## config.mk

```make
export PLATFORM = sky130hd
export DESIGN_NAME = wdog_led_top
export DESIGN_NICKNAME = d
export VERILOG_FILES = /design/src/rtl/wdog_pkg.sv /design/src/rtl/wdog_prescaler.sv /design/src/rtl/wdog_regs.sv /design/src/rtl/wdog_counter.sv /design/src/rtl/wdog_led.sv /design/src/rtl/wdog_led_top.sv
export SDC_FILE = /design/constraint.sdc
export NUM_CORES = 1
export LEC_CHECK = 0
export BUFFER_PORTS_ARGS = -buffer_cell sky130_fd_sc_hd__buf_2
export CORE_AREA = 5 5 96 116
export CTS_CLUSTER_DIAMETER = 60
export DETAILED_ROUTE_END_ITERATION = 6
export DIE_AREA = 0 0 101 121
export PLACE_DENSITY = 0.44
export SYNTH_ARGS = -nofsm -noshare
export SYNTH_HDL_FRONTEND = slang
export SYNTH_HIERARCHICAL = 1
export SYNTH_SLANG_ARGS = --single-unit
```

## constraint.sdc

```tcl
create_clock -name clk -period 3.2 [get_ports clk]
set_clock_uncertainty 0.05 [all_clocks]
set_input_delay 0.64 -clock clk [delete_from_list [all_inputs] [get_ports clk]]
set_output_delay 0.64 -clock clk [all_outputs]
set_load 0.005 [all_outputs]
```

## src/rtl/wdog_pkg.sv

```systemverilog
// Package: shared register addresses, field positions and the configuration
// record of the watchdog. Assumes an 8-bit register data path.
package wdog_pkg;

    localparam int DATA_W = 8;
    localparam int N_EVT  = 3;

    localparam logic [1:0] ADDR_RELOAD = 2'd0;
    localparam logic [1:0] ADDR_CFG    = 2'd1;
    localparam logic [1:0] ADDR_CTRL   = 2'd2;

    localparam int CTRL_STATUS = 0;
    localparam int CTRL_BLINK  = 1;
    localparam int CTRL_FORCE  = 2;

    // Configuration record, packed so bit k of the record is bit k of the register.
    typedef struct packed {
        logic             led_hi;    // bit 6
        logic             pin_inv;   // bit 5
        logic             irq_en;    // bit 4
        logic             led_on_to; // bit 3
        logic [N_EVT-1:0] evt_en;    // bits 2:0
    } wd_cfg_t;

    localparam int CFG_W = $bits(wd_cfg_t);

endpackage

```

## src/rtl/wdog_prescaler.sv

```systemverilog
// Prescaler: divides the system clock into a one-cycle half-second pulse and
// a one-cycle one-second tick (every second half pulse). Assumes HALF_CLKS >= 2.
module wdog_prescaler #(
    parameter int HALF_CLKS = 25_000_000
) (
    input  logic clk,
    input  logic rst_n,
    output logic half_pulse,
    output logic sec_tick
);
    localparam int PW = (HALF_CLKS > 1) ? $clog2(HALF_CLKS) : 1;
    localparam logic [PW-1:0] LAST = PW'(HALF_CLKS - 1);

    logic [PW-1:0] div_q;
    logic          sec_ph_q;

    assign half_pulse = (div_q == LAST);
    assign sec_tick   = half_pulse & sec_ph_q;

    // Free-running divider and second-phase flop.
    always_ff @(posedge clk) begin
        if (!rst_n) begin
            div_q    <= '0;
            sec_ph_q <= 1'b0;
        end else if (half_pulse) begin
            div_q    <= '0;
            sec_ph_q <= ~sec_ph_q;
        end else begin
            div_q    <= div_q + 1'b1;
        end
    end

    a_r10_half_period: assert property (@(posedge clk) disable iff (!rst_n)
        half_pulse |=> !half_pulse);

endmodule

```

## src/rtl/wdog_regs.sv

```systemverilog
// Register file: holds reload, configuration and blink control, decodes the
// self-clearing write actions and muxes read data. Assumes one write per cycle.
module wdog_regs
    import wdog_pkg::*;
#(
    parameter int CNT_W = 8
) (
    input  logic              clk,
    input  logic              rst_n,
    input  logic              reg_wr,
    input  logic [1:0]        reg_addr,
    input  logic [DATA_W-1:0] reg_wdata,
    output logic [DATA_W-1:0] reg_rdata,
    input  logic              status,
    output logic [CNT_W-1:0]  reload_q,
    output wd_cfg_t           cfg_q,
    output logic              blink_q,
    output logic              reload_wr,
    output logic [CNT_W-1:0]  reload_new,
    output logic              force_req,
    output logic              clr_req
);
    logic ctrl_wr;

    assign ctrl_wr    = reg_wr && (reg_addr == ADDR_CTRL);
    assign reload_wr  = reg_wr && (reg_addr == ADDR_RELOAD);
    assign reload_new = reg_wdata[CNT_W-1:0];
    assign force_req  = ctrl_wr && reg_wdata[CTRL_FORCE];
    assign clr_req    = ctrl_wr && reg_wdata[CTRL_STATUS];

    // Storage for the host-written registers.
    always_ff @(posedge clk) begin
        if (!rst_n) begin
            reload_q <= '0;
            cfg_q    <= '0;
            blink_q  <= 1'b0;
        end else if (reg_wr) begin
            case (reg_addr)
                ADDR_RELOAD: reload_q <= reload_new;
                ADDR_CFG:    cfg_q    <= wd_cfg_t'(reg_wdata[CFG_W-1:0]);
                ADDR_CTRL:   blink_q  <= reg_wdata[CTRL_BLINK];
                default:     ;
            endcase
        end
    end

    // Read-data mux; the force bit is never stored so it reads zero.
    always_comb begin
        reg_rdata = '0;
        case (reg_addr)
            ADDR_RELOAD: reg_rdata[CNT_W-1:0] = reload_q;
            ADDR_CFG:    reg_rdata[CFG_W-1:0] = cfg_q;
            ADDR_CTRL: begin
                reg_rdata[CTRL_STATUS] = status;
                reg_rdata[CTRL_BLINK]  = blink_q;
            end
            default:     reg_rdata = '0;
        endcase
    end

    a_r12_reload_store: assert property (@(posedge clk) disable iff (!rst_n)
        reload_wr |=> reload_q == $past(reload_new));

endmodule

```

## src/rtl/wdog_counter.sv

```systemverilog
// Countdown core: keeps the count and the time-out status flag. Priority per
// cycle: forced time-out, then enabled event reload, then host write/tick.
// Assumes sec_tick is a single-cycle pulse.
module wdog_counter
    import wdog_pkg::*;
#(
    parameter int CNT_W = 8
) (
    input  logic             clk,
    input  logic             rst_n,
    input  logic             sec_tick,
    input  logic [N_EVT-1:0] sys_evt,
    input  logic [N_EVT-1:0] evt_en,
    input  logic [CNT_W-1:0] reload_q,
    input  logic             reload_wr,
    input  logic [CNT_W-1:0] reload_new,
    input  logic             force_req,
    input  logic             clr_req,
    output logic             status_q
);
    localparam logic [CNT_W-1:0] ONE = CNT_W'(1);

    logic [CNT_W-1:0] cnt_q;
    logic             evt_hit;
    logic             expire;

    assign evt_hit = |(sys_evt & evt_en);
    assign expire  = sec_tick && (cnt_q == ONE) && !reload_wr;

    // Count and status update in priority order.
    always_ff @(posedge clk) begin
        if (!rst_n) begin
            cnt_q    <= '0;
            status_q <= 1'b0;
        end else if (force_req) begin
            cnt_q    <= '0;
            status_q <= 1'b1;
        end else if (evt_hit) begin
            cnt_q    <= reload_q;
            status_q <= 1'b0;
        end else begin
            if (reload_wr)
                cnt_q <= reload_new;
            else if (sec_tick && (cnt_q != '0))
                cnt_q <= cnt_q - ONE;
            if (expire)
                status_q <= 1'b1;
            else if (clr_req)
                status_q <= 1'b0;
        end
    end

    a_r5_force_timeout: assert property (@(posedge clk) disable iff (!rst_n)
        force_req |=> status_q && (cnt_q == '0));

    a_r4_event_reload: assert property (@(posedge clk) disable iff (!rst_n)
        (evt_hit && !force_req) |=> (cnt_q == $past(reload_q)) && !status_q);

    a_r2_decrement: assert property (@(posedge clk) disable iff (!rst_n)
        (sec_tick && (cnt_q > ONE) && !force_req && !evt_hit && !reload_wr)
        |=> cnt_q == $past(cnt_q) - ONE);

    a_r2_expire_sets: assert property (@(posedge clk) disable iff (!rst_n)
        (sec_tick && (cnt_q == ONE) && !force_req && !evt_hit && !reload_wr)
        |=> status_q && (cnt_q == '0));

    a_r3_zero_idle: assert property (@(posedge clk) disable iff (!rst_n)
        ((cnt_q == '0) && !force_req && !evt_hit && !reload_wr && !clr_req)
        |=> (cnt_q == '0) && $stable(status_q));

endmodule

```

## src/rtl/wdog_led.sv

```systemverilog
// LED driver: decides between steady and blinking drive, keeps the blink
// phase flop (restarted asserted) and applies the output polarity.
// Assumes half_pulse is a single-cycle pulse every half second.
module wdog_led (
    input  logic clk,
    input  logic rst_n,
    input  logic half_pulse,
    input  logic blink_cmd,
    input  logic led_on_to,
    input  logic status,
    input  logic led_hi,
    output logic led_out
);
    logic blink;
    logic phase_q;
    logic asserted;

    assign blink    = blink_cmd | (led_on_to & status);
    assign asserted = blink ? phase_q : 1'b1;
    assign led_out  = led_hi ? asserted : ~asserted;

    // Blink phase: held asserted while steady, toggled each half second.
    always_ff @(posedge clk) begin
        if (!rst_n)
            phase_q <= 1'b1;
        else if (!blink)
            phase_q <= 1'b1;
        else if (half_pulse)
            phase_q <= ~phase_q;
    end

    a_r10_blink_starts_on: assert property (@(posedge clk) disable iff (!rst_n)
        $rose(blink) |-> phase_q);

    a_r10_phase_steady: assert property (@(posedge clk) disable iff (!rst_n)
        (blink && !half_pulse) |=> $stable(phase_q));

endmodule

```

## src/rtl/wdog_led_top.sv

```systemverilog
// Top: ties prescaler, register file, countdown core and LED driver together
// and forms the interrupt and time-out pin outputs from the status flag.
module wdog_led_top
    import wdog_pkg::*;
#(
    parameter int HALF_SEC_CLKS = 25_000_000,
    parameter int CNT_W         = 8
) (
    input  logic              clk,
    input  logic              rst_n,
    input  logic              reg_wr,
    input  logic [1:0]        reg_addr,
    input  logic [DATA_W-1:0] reg_wdata,
    output logic [DATA_W-1:0] reg_rdata,
    input  logic [N_EVT-1:0]  sys_evt,
    output logic              irq,
    output logic              wdt_pin,
    output logic              led_out
);
    logic             half_pulse;
    logic             sec_tick;
    logic             status;
    logic [CNT_W-1:0] reload_q;
    logic [CNT_W-1:0] reload_new;
    wd_cfg_t          cfg_q;
    logic             blink_q;
    logic             reload_wr;
    logic             force_req;
    logic             clr_req;

    wdog_prescaler #(.HALF_CLKS(HALF_SEC_CLKS)) u_pre (
        .clk(clk), .rst_n(rst_n), .half_pulse(half_pulse), .sec_tick(sec_tick)
    );

    wdog_regs #(.CNT_W(CNT_W)) u_regs (
        .clk(clk), .rst_n(rst_n), .reg_wr(reg_wr), .reg_addr(reg_addr),
        .reg_wdata(reg_wdata), .reg_rdata(reg_rdata), .status(status),
        .reload_q(reload_q), .cfg_q(cfg_q), .blink_q(blink_q),
        .reload_wr(reload_wr), .reload_new(reload_new),
        .force_req(force_req), .clr_req(clr_req)
    );

    wdog_counter #(.CNT_W(CNT_W)) u_cnt (
        .clk(clk), .rst_n(rst_n), .sec_tick(sec_tick), .sys_evt(sys_evt),
        .evt_en(cfg_q.evt_en), .reload_q(reload_q), .reload_wr(reload_wr),
        .reload_new(reload_new), .force_req(force_req), .clr_req(clr_req),
        .status_q(status)
    );

    wdog_led u_led (
        .clk(clk), .rst_n(rst_n), .half_pulse(half_pulse), .blink_cmd(blink_q),
        .led_on_to(cfg_q.led_on_to), .status(status), .led_hi(cfg_q.led_hi),
        .led_out(led_out)
    );

    assign irq     = cfg_q.irq_en & status;
    assign wdt_pin = status ^ cfg_q.pin_inv;

    a_r7_irq_follows: assert property (@(posedge clk) disable iff (!rst_n)
        ($rose(status) && cfg_q.irq_en) |-> irq);

endmodule

```

Word-level counts from Yosys, hierarchy flattened
Cells that the tools add are included.
{ "word_totals": {"register_bits": 52, "output_inout_bits": 11} }
{ "classes": {"add_sub_neg": 2, "eq_ne": 4, "mux": 12, "bitwise_logic": 10, "n_reduce_logical": 19} }
{ "ops": {"columns": ["op", "count"], "rows": [
  ["$add 25x1->25 const B", 1],
  ["$eq 25x25->1 const B", 1],
  ["$mux 8", 3],
  ["$pmux 5 s2", 1],
  ["$eq 8x1->1 const B", 1],
  ["$reduce_and 2->1", 4],
  ["$reduce_bool 8->1", 1],
  ["$sub 8x1->8 const B", 1],
  ["$logic_and 1x1->1", 7],
  ["$mux 1", 7],
  ["$pmux 2 s3", 1],
  ["$not 1->1", 4],
  ["$reduce_bool 4->1", 1],
  ["$reduce_or 2->1", 2],
  ["$and 1x1->1", 3],
  ["$and 3x3->3", 1],
  ["$reduce_bool 3->1", 1],
  ["$reduce_or 3->1", 1],
  ["$eq 2x1->1 const B", 1],
  ["$eq 2x2->1 const B", 1],
  ["$logic_not 2->1", 1],
  ["$logic_not 1->1", 1],
  ["$or 1x1->1", 1],
  ["$xor 1x1->1", 1]
]} }

Depth between registers and ports, before layout
Gate-level depths: netlist of the first run.
{ "logic_depth": {"ltp_word": 7, "ltp_mapped": 9} }

By module
The synthesis of the first run kept the hierarchy.
{ "modules_own_cells": {"columns": ["module", "n_inst", "cells_each", "area_per_inst_um2", "seq_area_each_um2"], "rows": [
  ["wdog_prescaler", 1, 148, 1238.7, 520.5],
  ["wdog_regs", 1, 91, 829.5, 320.3],
  ["wdog_counter", 1, 93, 705.7, 180.2],
  ["wdog_led", 1, 9, 85.1, 20.0],
  ["wdog_led_top", 1, 2, 16.3, 0.0]
]} }

Worst setup path after synthesis of the first run
OpenSTA, ideal clock, no wires.
{ "synth_path": {"path_kind": "input to register", "startpoint": "in reg_addr[0]", "endpoint": "reg u_cnt.cnt_q[3]", "setup_ns": 0.091, "arrival_time_ns": 2.175, "slack_ns": 0.884, "cell_stages": 6, "path_buffers": 3, "path_cell_list": "nor3b_1 buf_4 buf_6 dlygate4sd3_1 o21ai_0 a311oi_1"} }
{ "synth_between": {"elab_chain_cells": 4, "word_cells_on_any_way": 9, "classes_between": "eq/ne (1); mux (2); reduce/logical (6)"} }
{ "synth_lines": {"columns": ["item", "line", "rtl"], "rows": [
  ["start: declaration", "wdog_led_top.sv:12", "input logic [1:0] reg_addr,"],
  ["$logic_not 2->1 *", "wdog_regs.sv:26", "assign reload_wr = reg_wr && (reg_addr == ADDR_RELOAD);"],
  ["$logic_and 1x1->1 *", "wdog_regs.sv:26", null],
  ["named net reload_wr", "wdog_led_top.sv:27", "logic reload_wr;"],
  ["$mux 8", "wdog_counter.sv:42", "if (reload_wr)"],
  ["$mux 8", "wdog_counter.sv:38", "end else if (evt_hit) begin"],
  ["end signal: assignment", "wdog_counter.sv:39", "cnt_q <= reload_q;"],
  ["end signal: assignment", "wdog_counter.sv:43", "cnt_q <= reload_new;"],
  ["end signal: assignment", "wdog_counter.sv:45", "cnt_q <= cnt_q - ONE;"],
  ["end: declaration", "wdog_counter.sv:23", "logic [CNT_W-1:0] cnt_q;"]
]} }
The timed path passes the listed nets; every way through them passes the cells marked *.
A chain may end at the register's enable or synchronous reset.

Final worst setup path of the first run
{ "layout_path": {"startpoint": "reg u_pre.div_q[0]", "endpoint": "reg u_cnt.cnt_q[4]"} }
{ "layout_between": {"elab_chain_cells": 4} }
{ "layout_lines": {"columns": ["item", "line", "rtl"], "rows": [
  ["start: declaration", "wdog_prescaler.sv:14", "logic [PW-1:0] div_q;"],
  ["start signal: assignment", "wdog_prescaler.sv:29", "div_q <= div_q + 1'b1;"],
  ["$eq 25x25->1", "wdog_prescaler.sv:17", "assign half_pulse = (div_q == LAST);"],
  ["named net half_pulse", "wdog_led_top.sv:20", "logic half_pulse;"],
  ["$and 1x1->1", "wdog_prescaler.sv:18", "assign sec_tick = half_pulse & sec_ph_q;"],
  ["named net sec_tick", "wdog_led_top.sv:21", "logic sec_tick;"],
  ["$logic_and 1x1->1", "wdog_counter.sv:44", "else if (sec_tick && (cnt_q != '0))"],
  ["$reduce_bool 3->1 (no line)", null, null]
]} }
The timed path passes the listed nets, and every way through them passes these cells.

==> flow_summary.ini, run 1 <==
[yosys]
yosys.area.top_type_share_pct = 36.2
yosys.area.top_type = dfxtp_1
synth_common_cells = 52 x dfxtp_1, 43 x nand2_1, 34 x nor2_1, 26 x mux2i_1, 24 x a21oi_1
yosys-top-cells-area = dfxtp_1 36%, mux2i_1 9.1%, nand2_1 5.6%, nor2_1 4.4%, a21oi_1 4.2%
ys_seq_elements = 52
synth_flop_cell = dfxtp_1
synth_edf_count = 0
ys_seq_area_share_pct = 36.2
synthArstFlopShare_pct = 0
syn_area_per_cell_um2 = 8.38
synthCells = 343
ys_warn_count = 6
synth_area_um2 = 2880
yosys.cell_count.top_type = dfxtp_1
synth_cell_types = 51
synth_nets = 363

[routing]
drt-pass1-iter-count = 4
post-route-drc-count = 0
wl_um = 6810
detail_route.iter0.violations = 67
vias = 2355
drtAntennaViolNets = 0
via_per_inst = 4.92
wl_per_cell_um = 14.2

[cells_and_area]
area_growth_pct = 10.8
antenna_cells = 0
drive_gt1_share_pct = 12.7
fillers = 1057
finalNetCount = 373
fin_util_pct = 32.3

[setup_path]
crit_arrival_ns = 2.53
cp.required_ns = 3.34
r2r_slack_ns = 0.80
slowest_delay_ns = 0.44
r2r-end = u_cnt/cnt_q[4]
crit_slowest_cell = a211o_1
r2r-start = u_pre/div_q[0]
worst_setup_path_start_kind = register
endpoint_kind = register
worst-setup-path-type = reg2reg
r2r_cells = 8
crit_chain = ha_1 > and2_1 > nand4_1 > nor2_1 > and2_1 > a211o_1 > nor2_1 > a311oi_1
critPathMaxFanout = 14

[min_path]
hp-class = reg2reg
min_to = u_regs/cfg_q[4]
whs_path_depth = 2
hold_start = u_regs/cfg_q[4]

[sta]
rsz0062_at_grt = no
clock.fmax_mhz = 417
tns_ns = 0
drv_slew = 0
max_slew_margin_pct = 42.5
setup_viol = 0
fin_crit_sh_pct = 74.9
worst_pin_slew_ns = 0.863
hold_viol = 0
period_minus_slack_ns = 2.40

[global_routing]
grt_pass1_wl_um = 11000
grt_max_degree = 30
antenna_found_initial = 0
grtUsageTotal_pct = 11.3
first_global_vias = 2269
gr-total-overflow = 0

[placed_design]
io_buffers = 26
globalplace.congestion = 0.709
dpl.hpwl_um = 4970

[status]
status = finished, final reports clean

[pwr]
powerDensity_nw_per_um2 = 485
ir_worst_vdd_uv = 246
p_leak_nw = 1.17

[clock_tree]
clk_latency_ns = 0.29
clk_pin_slew_ns = 0.07
cts_tree = built
htree_levels = 2
cts_hold_buf = 0
post-cts-setup-buffers = 0
cts-root-buf = clkbuf_16
clock-sinks = 52
cts_resized = 0
clockBufferDepth = 2
cts_buffers = 5

[floorplanning]
io_pins = 27
core-area_um2 = 9860
die-area_um2 = 12200
die_y_um = 121
fp.dieW_um = 101
num_rows = 40
initial_core_util_pct = 29.2

[flow_run]
cap_violations = 0
[cell usage in the layout, fill, tap and decap left out, types with 2 or more instances in the layout]
master and n:
dfxtp_1 52, nand2_1 43, nor2_1 34, buf_2 26, mux2i_1 26, a21oi_1 24, inv_1 13, o21ai_0 13
nand3_1 12, xor2_1 9, xnor2_1 9, or4_1 7, nand4_1 7, o31ai_1 6, clkbuf_16 5, and2_1 5
or3_1 5, a311oi_1 4, ha_1 4, and4_1 4, buf_4 3, nor4_1 3, nor3_1 3, and3b_1 3
and3_1 3, bufinv_16 2, nor2b_1 2, nor4b_1 2, o2bb2ai_1 2
[cell type report]
class                      count  area, µm²  area share (%)
clock inverter                 2       60.1            1.88
tap                          126        158            4.95
inverter                      13       48.8            1.53
timing repair buffer          29        153            4.79
clock buffer                   5        125            3.93
multi-input combinational    252       1600            50.3
sequential                    52       1040            32.7
[report_power, final]
group | internal (W) | switching, W | leakage (nW)
sequential | 0.000667 | 0.0000248 | 0.422
combinational | 0.0000783 | 0.0000970 | 0.662
clock | 0.000444 | 0.000235 | 0.0899
[worst max-delay path: cells and delay by family, from the launching register on]
kind	cells	cell delay, ns
DFF	1	0.40
AOI/OAI and AO/OA	2	0.71
and+or+nand+nor	5	0.88
adders and majority gates	1	0.25
[worst max path at each step]
| stage | startpoint | to | slack (ns) |
|---|---|---|---|
| floorplan | reg_addr[0] | u_cnt/cnt_q[3] | 0.88 |
| global placement | u_cnt/cnt_q[2] | u_cnt/cnt_q[1] | 0.86 |
| detailed placement | u_pre/div_q[0] | u_cnt/cnt_q[4] | 0.84 |
| CTS | u_pre/div_q[0] | u_cnt/cnt_q[4] | 0.82 |
| global route | u_pre/div_q[0] | u_cnt/cnt_q[7] | 0.58 |
| finish | u_pre/div_q[0] | u_cnt/cnt_q[4] | 0.80 |
[flip-flops by register name, indices dropped and copies added, names as in the netlist]
signal	cells
u_regs/blink_q	1
u_cnt/cnt_q	8
u_regs/cfg_q	7
u_pre/div_q	25
u_regs/reload_q	8
u_cnt/status_q	1
u_led/phase_q	1
u_pre/sec_ph_q	1
[stage by stage]
stage / setup WS (ns) / hold WS (ns) / power [W] / area [µm²] / std cells
after floorplan: 0.884 / 0.393 / 0.000846 / 2880 / 343
after global placement: 0.865 / 0.407 / 0.000883 / 3000 / 472
after detailed placement: 0.845 / 0.415 / 0.000884 / 3000 / 472
after CTS: 0.816 / 0.429 / 0.00157 / 3190 / 479
after global routing: 0.585 / 0.449 / 0.00162 / 3190 / 479
final: 0.803 / 0.427 / 0.00155 / 3190 / 479
[cells by family after synthesis]
group,Yosys count,synth area share (%)
flip-flops,52,36.2
adder cells (fa/ha/maj),4,1.74
AO/OA/AOI/OAI,58,12.9
buffers and inverters,39,8.27
XOR/XNOR,18,5.48
multiplexers,26,9.05
AND/OR/NAND/NOR,146,26.4
[metal layers]
layer / share of wire, % / global-route usage, %
met5: 0 / 0
met4: 1.0 / 3.24
met3: 2.2 / 1.84
met2: 53 / 21.5
met1: 44 / 12.6
(Power assumes the default switching activity.)
==> inputs of run 2 (changes only) <==
ABC_AREA = 1   (was default)
CORE_AREA = 5 5 101 122   (was 5 5 96 116)
DIE_AREA = 0 0 106 127   (was 0 0 101 121)
clock period = 2.3 ns   (was 3.2 ns; I/O delays follow)
==> run 2 against run 1 <==
Net effect: sequential share of layout area down 3.1 points; clock power up 13%; global-route usage up 0.60 points; critical path depth up 4; register-to-register slack worse by 0.38 ns; via count up 24%; first-iteration DRC count up 99%; sequential power up 40%; critical path type unchanged; largest cell class unchanged.
==> flow_summary.ini, run 2 <==
[cells_and_area]
largest_register_ffs = 25
top_regs = u_pre/div_q (25), u_cnt/cnt_q (8), u_regs/reload_q (8)
final_cell_mix = 141 x nand2_1, 96 x nor2_1, 57 x inv_1
largest-register = u_pre/div_q
mostFrequentLayoutCell = nand2_1
drive_gt1_share_pct = 13.7
fin_util_pct = 32.2
finalNetCount = 543
fillers = 1221
area_growth_pct = 9.83
design_area_um2 = 3520
antenna_cells = 0

[flow_run]
cap_violations = 0

[global_routing]
grtUsageTotal_pct = 11.9
antenna_found_initial = 0
first_global_vias = 2775
grt_max_degree = 26
grt_pass1_wl_um = 13300
gr-total-overflow = 0

[placed_design]
io_buffers = 26
dpl_cell_area_um2 = 3380
globalplace.congestion = 0.807
dpl.hpwl_um = 5890

[routing]
detail_route.iter0.violations = 133
drt-pass1-iter-count = 4
vias = 2929
post-route-drc-count = 0
wl_um = 7600
wl_per_cell_um = 11.6
drtAntennaViolNets = 0
via_per_inst = 4.46

[floorplanning]
core-area_um2 = 10900
die_y_um = 127
num_rows = 42
die-area_um2 = 13500
io_pins = 27
fp.dieW_um = 106
initial_core_util_pct = 29.3

[yosys]
ys_seq_elements = 52
yosys.area.top_type_share_pct = 32.5
synthArstFlopShare_pct = 0
ys_seq_area_share_pct = 32.5
synth_nets = 525
yosys.area.top_type = dfxtp_1
syn_area_per_cell_um2 = 6.35
synth_area_um2 = 3210
synth_top_family_by_area = simple AND/OR/NAND/NOR gates
synth_cell_types = 32
ys_warn_count = 6
synth-xor-area-share_pct = 3.28
yosys.area_share.simple_pct = 42.5
synth_edf_count = 0
yosys-top-cells-area = dfxtp_1 32%, nand2_1 17%, nor2_1 11%, inv_1 6.7%, nand3_1 5.8%
synth_common_cells = 141 x nand2_1, 96 x nor2_1, 57 x inv_1, 52 x dfxtp_1, 37 x nand3_1
synth_compound_gate_area_share_pct = 7.73
yosys.cell_count.top_type = nand2_1
synthCells = 505
synth_flop_cell = dfxtp_1
synth_mux_area_share_pct = 0
synth_fa_ha_area_share_pct = 1.56

[pwr]
p_int_w = 0.00147
switchingPower_w = 0.000603
seq_power_share_pct = 46.9
clockPowerShare_pct = 37.1
p_leak_nw = 1.56
ir_worst_vdd_uv = 254
switching_share_pct = 29.1
p_comb_share_pct = 16.0
powerDensity_nw_per_um2 = 587

[clock_tree]
post-cts-setup-buffers = 0
clk_pin_slew_ns = 0.07
cts-root-buf = clkbuf_16
clockBufferDepth = 2
cts_resized = 0
clk_latency_ns = 0.30
cts_buffers = 5
cts_tree = built
htree_levels = 2
cts_hold_buf = 0
clock-sinks = 52

[sta]
period_minus_slack_ns = 1.87
holdWs_ns = 0.375
tns_ns = 0
hold_viol = 0
worst_pin_slew_ns = 0.554
drv_slew = 0
fin_crit_sh_pct = 81.5
max_slew_margin_pct = 63.0
rsz0062_at_grt = no
setup_viol = 0
clock.fmax_mhz = 534

[setup_path]
critPathMaxFanout = 8
crit_slowest_cell = dfxtp_1
slowest_delay_ns = 0.36
crit_chain = ha_1 > nand2_2 > nor2_8 > nand2_4 > nor2_4 > nand3_1 > inv_1 > o21ai_4 > nand2_4 > clkinv_4 > nor2_1 > nor2_1
worst-setup-path-type = reg2reg
endpoint_kind = register
worst_setup_path_start_kind = register
crit_arrival_ns = 2.01
cp.required_ns = 2.44

[min_path]
hp-class = in2reg

[status]
status = finished, final reports clean
==> run 2: changes by cell type after synthesis, sizes merged, moves of 6 or more <==
| cell | previous run | this run |
|---|---|---|
| or3 | 6 | 0 |
| or4 | 8 | 0 |
| mux2i | 26 | 0 |
| inv | 13 | 63 |
| o31ai | 6 | 0 |
| nand3 | 13 | 39 |
| nand2 | 43 | 149 |
| nor2 | 34 | 113 |
==> run 2: power groups by stage <==
| stage | logic [W] | clock network, W | registers [W] |
|---|---|---|---|
| 4_1_cts | 0.000335 | 0.000796 | 0.000970 |
| 3_3_place_gp | 0.000335 | 0 | 0.000991 |
| 3_5_place_dp | 0.000334 | 0 | 0.000991 |
| 5_1_grt | 0.000390 | 0.000833 | 0.000975 |
| 2_1_floorplan | 0.000268 | 0 | 0.000980 |
| 6_report | 0.000332 | 0.000767 | 0.000969 |
==> run 2: path summary, 6_finish.rpt <==
check / startpoint / to / slack, ns / cells after the start
max: u_pre/div_q[0] / u_cnt/cnt_q[1] / 0.43 / 12
min: rst_n / u_cnt/status_q / 0.38 / 3
max reg2reg: u_pre/div_q[0] / u_cnt/cnt_q[1] / 0.43 / 12
min reg2reg: u_pre/div_q[0] / u_pre/div_q[0] / 0.40 / 1
==> run 2: logic make-up after synthesis <==
logic type,Yosys count
buffers and inverters,84
AOI/OAI and AO/OA,45
DFF,52
xor gates and xnor gates,12
and+or+nand+nor,308
adders and majority gates,4
==> run 2: layout make-up <==
class,instances,area (µm²),area share (%)
Multi-Input combinational cell,369,1760,50.1
Clock buffer,6,129,3.66
Sequential cell,52,1040,29.6
Clock inverter,2,13.8,0.391
Tap cell,132,165,4.69
Inverter,65,249,7.07
Timing Repair Buffer,30,160,4.55
==> run 2: critical path, delay by kind of cell, from the launching register on <==
family,cells,cell delay [ns]
compound gates,1,0.11
buf+inv,2,0.21
fa+ha+maj,1,0.20
simple gates,8,0.82
flops,1,0.36
==> run 2: metal layers <==
metal  global-route usage (%)  part of all wire [%]  up-vias
met4                     3.05                   1.3        0
met3                     2.62                   3.0        7
met5                        0                     0        -
met2                     18.9                    45       40
met1                     16.3                    51     1300
li1                         -                     -     1582
==> run 2: stage by stage <==
stage | total power [W] | setup WS [ns] | cells
floorplan | 0.00125 | 0.384 | 505
global placement | 0.00133 | 0.451 | 648
detailed placement | 0.00132 | 0.414 | 648
CTS | 0.00210 | 0.391 | 656
global route | 0.00220 | 0.227 | 656
finish | 0.00207 | 0.426 | 656
==> inputs of run 3 (changes only) <==
clock period = 1.81 ns   (was 2.3 ns; I/O delays follow)
==> run 3 against run 2 <==
Net effect: critical path type unchanged; sequential share of layout area down 0.69 points; die area is the same; count of clock-buffer cells in the layout stayed put; global-route usage grew 0.73 points; critical path depth is 2 lower; cell count is 1.5% higher; via count rose by 1.3%; sequential power up 27%; register-to-register slack worse by 0.28 ns; utilization increased by 0.85 points.
==> flow_summary.ini, run 3 (synthesis results as in run 2) <==
[status]
status = finished, final reports clean

[routing]
detail_route.iter0.violations = 125
post-route-drc-count = 0
wl_um = 7960
drt-pass1-iter-count = 4
wl_per_cell_um = 12.0
vias = 2967
via_per_inst = 4.45
drtAntennaViolNets = 0

[global_routing]
grtUsageTotal_pct = 12.6
first_global_vias = 2916
gr-total-overflow = 0
grt_pass1_wl_um = 13800
grt_max_degree = 26
antenna_found_initial = 0

[floorplanning]
die_y_um = 127
num_rows = 42
die-area_um2 = 13500
fp.dieW_um = 106
io_pins = 27
core-area_um2 = 10900
initial_core_util_pct = 29.3

[cells_and_area]
drive_gt1_share_pct = 16.5
antenna_cells = 0
final_cell_mix = 141 x nand2_1, 95 x nor2_1, 56 x inv_1
largest-register = u_pre/div_q
mostFrequentLayoutCell = nand2_1
finalNetCount = 553
largest_register_ffs = 25
area_growth_pct = 12.7
fillers = 1219
top_regs = u_pre/div_q (25), u_cnt/cnt_q (8), u_regs/reload_q (8)

[setup_path]
worst_setup_path_start_kind = register
cp.required_ns = 1.93
crit_arrival_ns = 1.79
r2r-start = u_pre/div_q[1]
worst-setup-path-type = reg2reg
endpoint_kind = register
critPathMaxFanout = 7
startpoint = u_pre/div_q[1]

[pwr]
ir_worst_vdd_uv = 387
p_comb_share_pct = 16.0
clockPowerShare_pct = 38.1
p_int_w = 0.00190
p_leak_nw = 1.62
finalPower_w = 0.00269
switchingPower_w = 0.000784
seq_power_share_pct = 45.9
switching_share_pct = 29.2
powerDensity_nw_per_um2 = 744

[clock_tree]
clk_latency_ns = 0.30
cts-root-buf = clkbuf_16
cts_tree = built
cts_hold_buf = 0
clockBufferDepth = 2
htree_levels = 2
clock-sinks = 52
cts_buffers = 5
clk_pin_slew_ns = 0.07

[min_path]
hold_start = reg_wdata[3]
hp-class = in2reg

[sta]
setup_viol = 0
worst_pin_slew_ns = 0.370
clock.fmax_mhz = 601
drv_slew = 0
tns_ns = 0
period_minus_slack_ns = 1.66
hold_viol = 0
setup_ws_ns = 0.147
max_slew_margin_pct = 75.3
rsz0062_at_grt = no
fin_crit_sh_pct = 91.9
holdWs_ns = 0.290

[flow_run]
cap_violations = 0

[placed_design]
dpl.hpwl_um = 6200
globalplace.congestion = 0.812
post-place-ws_ns = 0.102
io_buffers = 26
run 3: per-layer routing:
| metal | GRT usage, % | vias up | wire, µm |
|---|---|---|---|
| li1 | - | 1606 | - |
| met1 | 16.0 | 1323 | 3850 |
| met2 | 21.5 | 30 | 3780 |
| met3 | 2.47 | 8 | 219 |
| met4 | 4.04 | 0 | 112 |
| met5 | 0 | - | 0 |
run 3: worst paths after layout:
kind	to	slack [ns]	cells after the start
max	u_cnt/cnt_q[5]	0.15	10
min	u_regs/cfg_q[3]	0.29	3
max reg2reg	u_cnt/cnt_q[5]	0.15	10
min reg2reg	u_pre/div_q[0]	0.37	1
run 3: power groups by stage:
| stage | clock network (W) | logic, W | registers (W) |
|---|---|---|---|
| 6_report | 0.00102 | 0.000430 | 0.00123 |
| 5_1_grt | 0.00110 | 0.000497 | 0.00124 |
| 4_1_cts | 0.00107 | 0.000432 | 0.00123 |
| 3_5_place_dp | 0 | 0.000431 | 0.00126 |
| 3_3_place_gp | 0 | 0.000435 | 0.00126 |
| 2_1_floorplan | 0 | 0.000342 | 0.00125 |
run 3: repair_timing:
item,CTS,global route
gates resized for setup,0,4
setup endpoints to repair,0,8
buffers inserted,0,0
hold endpoints to repair,0,0
run 3: layout make-up:
type                       count  area (µm²)  share of cell area (%)
clock buffer                   6         139                    3.84
clock inverter                 2        13.8                   0.381
inverter                      65         249                    6.89
sequential                    52        1040                    28.9
multi-input combinational    369        1770                    48.9
tap                          132         165                    4.57
timing repair buffer          40         235                    6.51
run 3: through the flow:
stage | instance area (µm²) | utilization, % | instances
floorplan | 3210 | - | 505
detailed placement | 3460 | 31.6 | 658
CTS | 3610 | 33.0 | 666
finish | 3610 | 33.1 | 666
global route | 3610 | 33.1 | 666
global placement | 3460 | 31.6 | 658
run 3: worst max-delay path, cell delays in order (launching register included):
cell and delay, ns:
dfxtp_1 0.34, ha_2 0.19, nand2_2 0.09, nor2_8 0.10, nand2_4 0.05, nor2_4 0.09
nand3_1 0.12, inv_2 0.10, o21ai_4 0.09, a21boi_0 0.20, a21oi_1 0.11
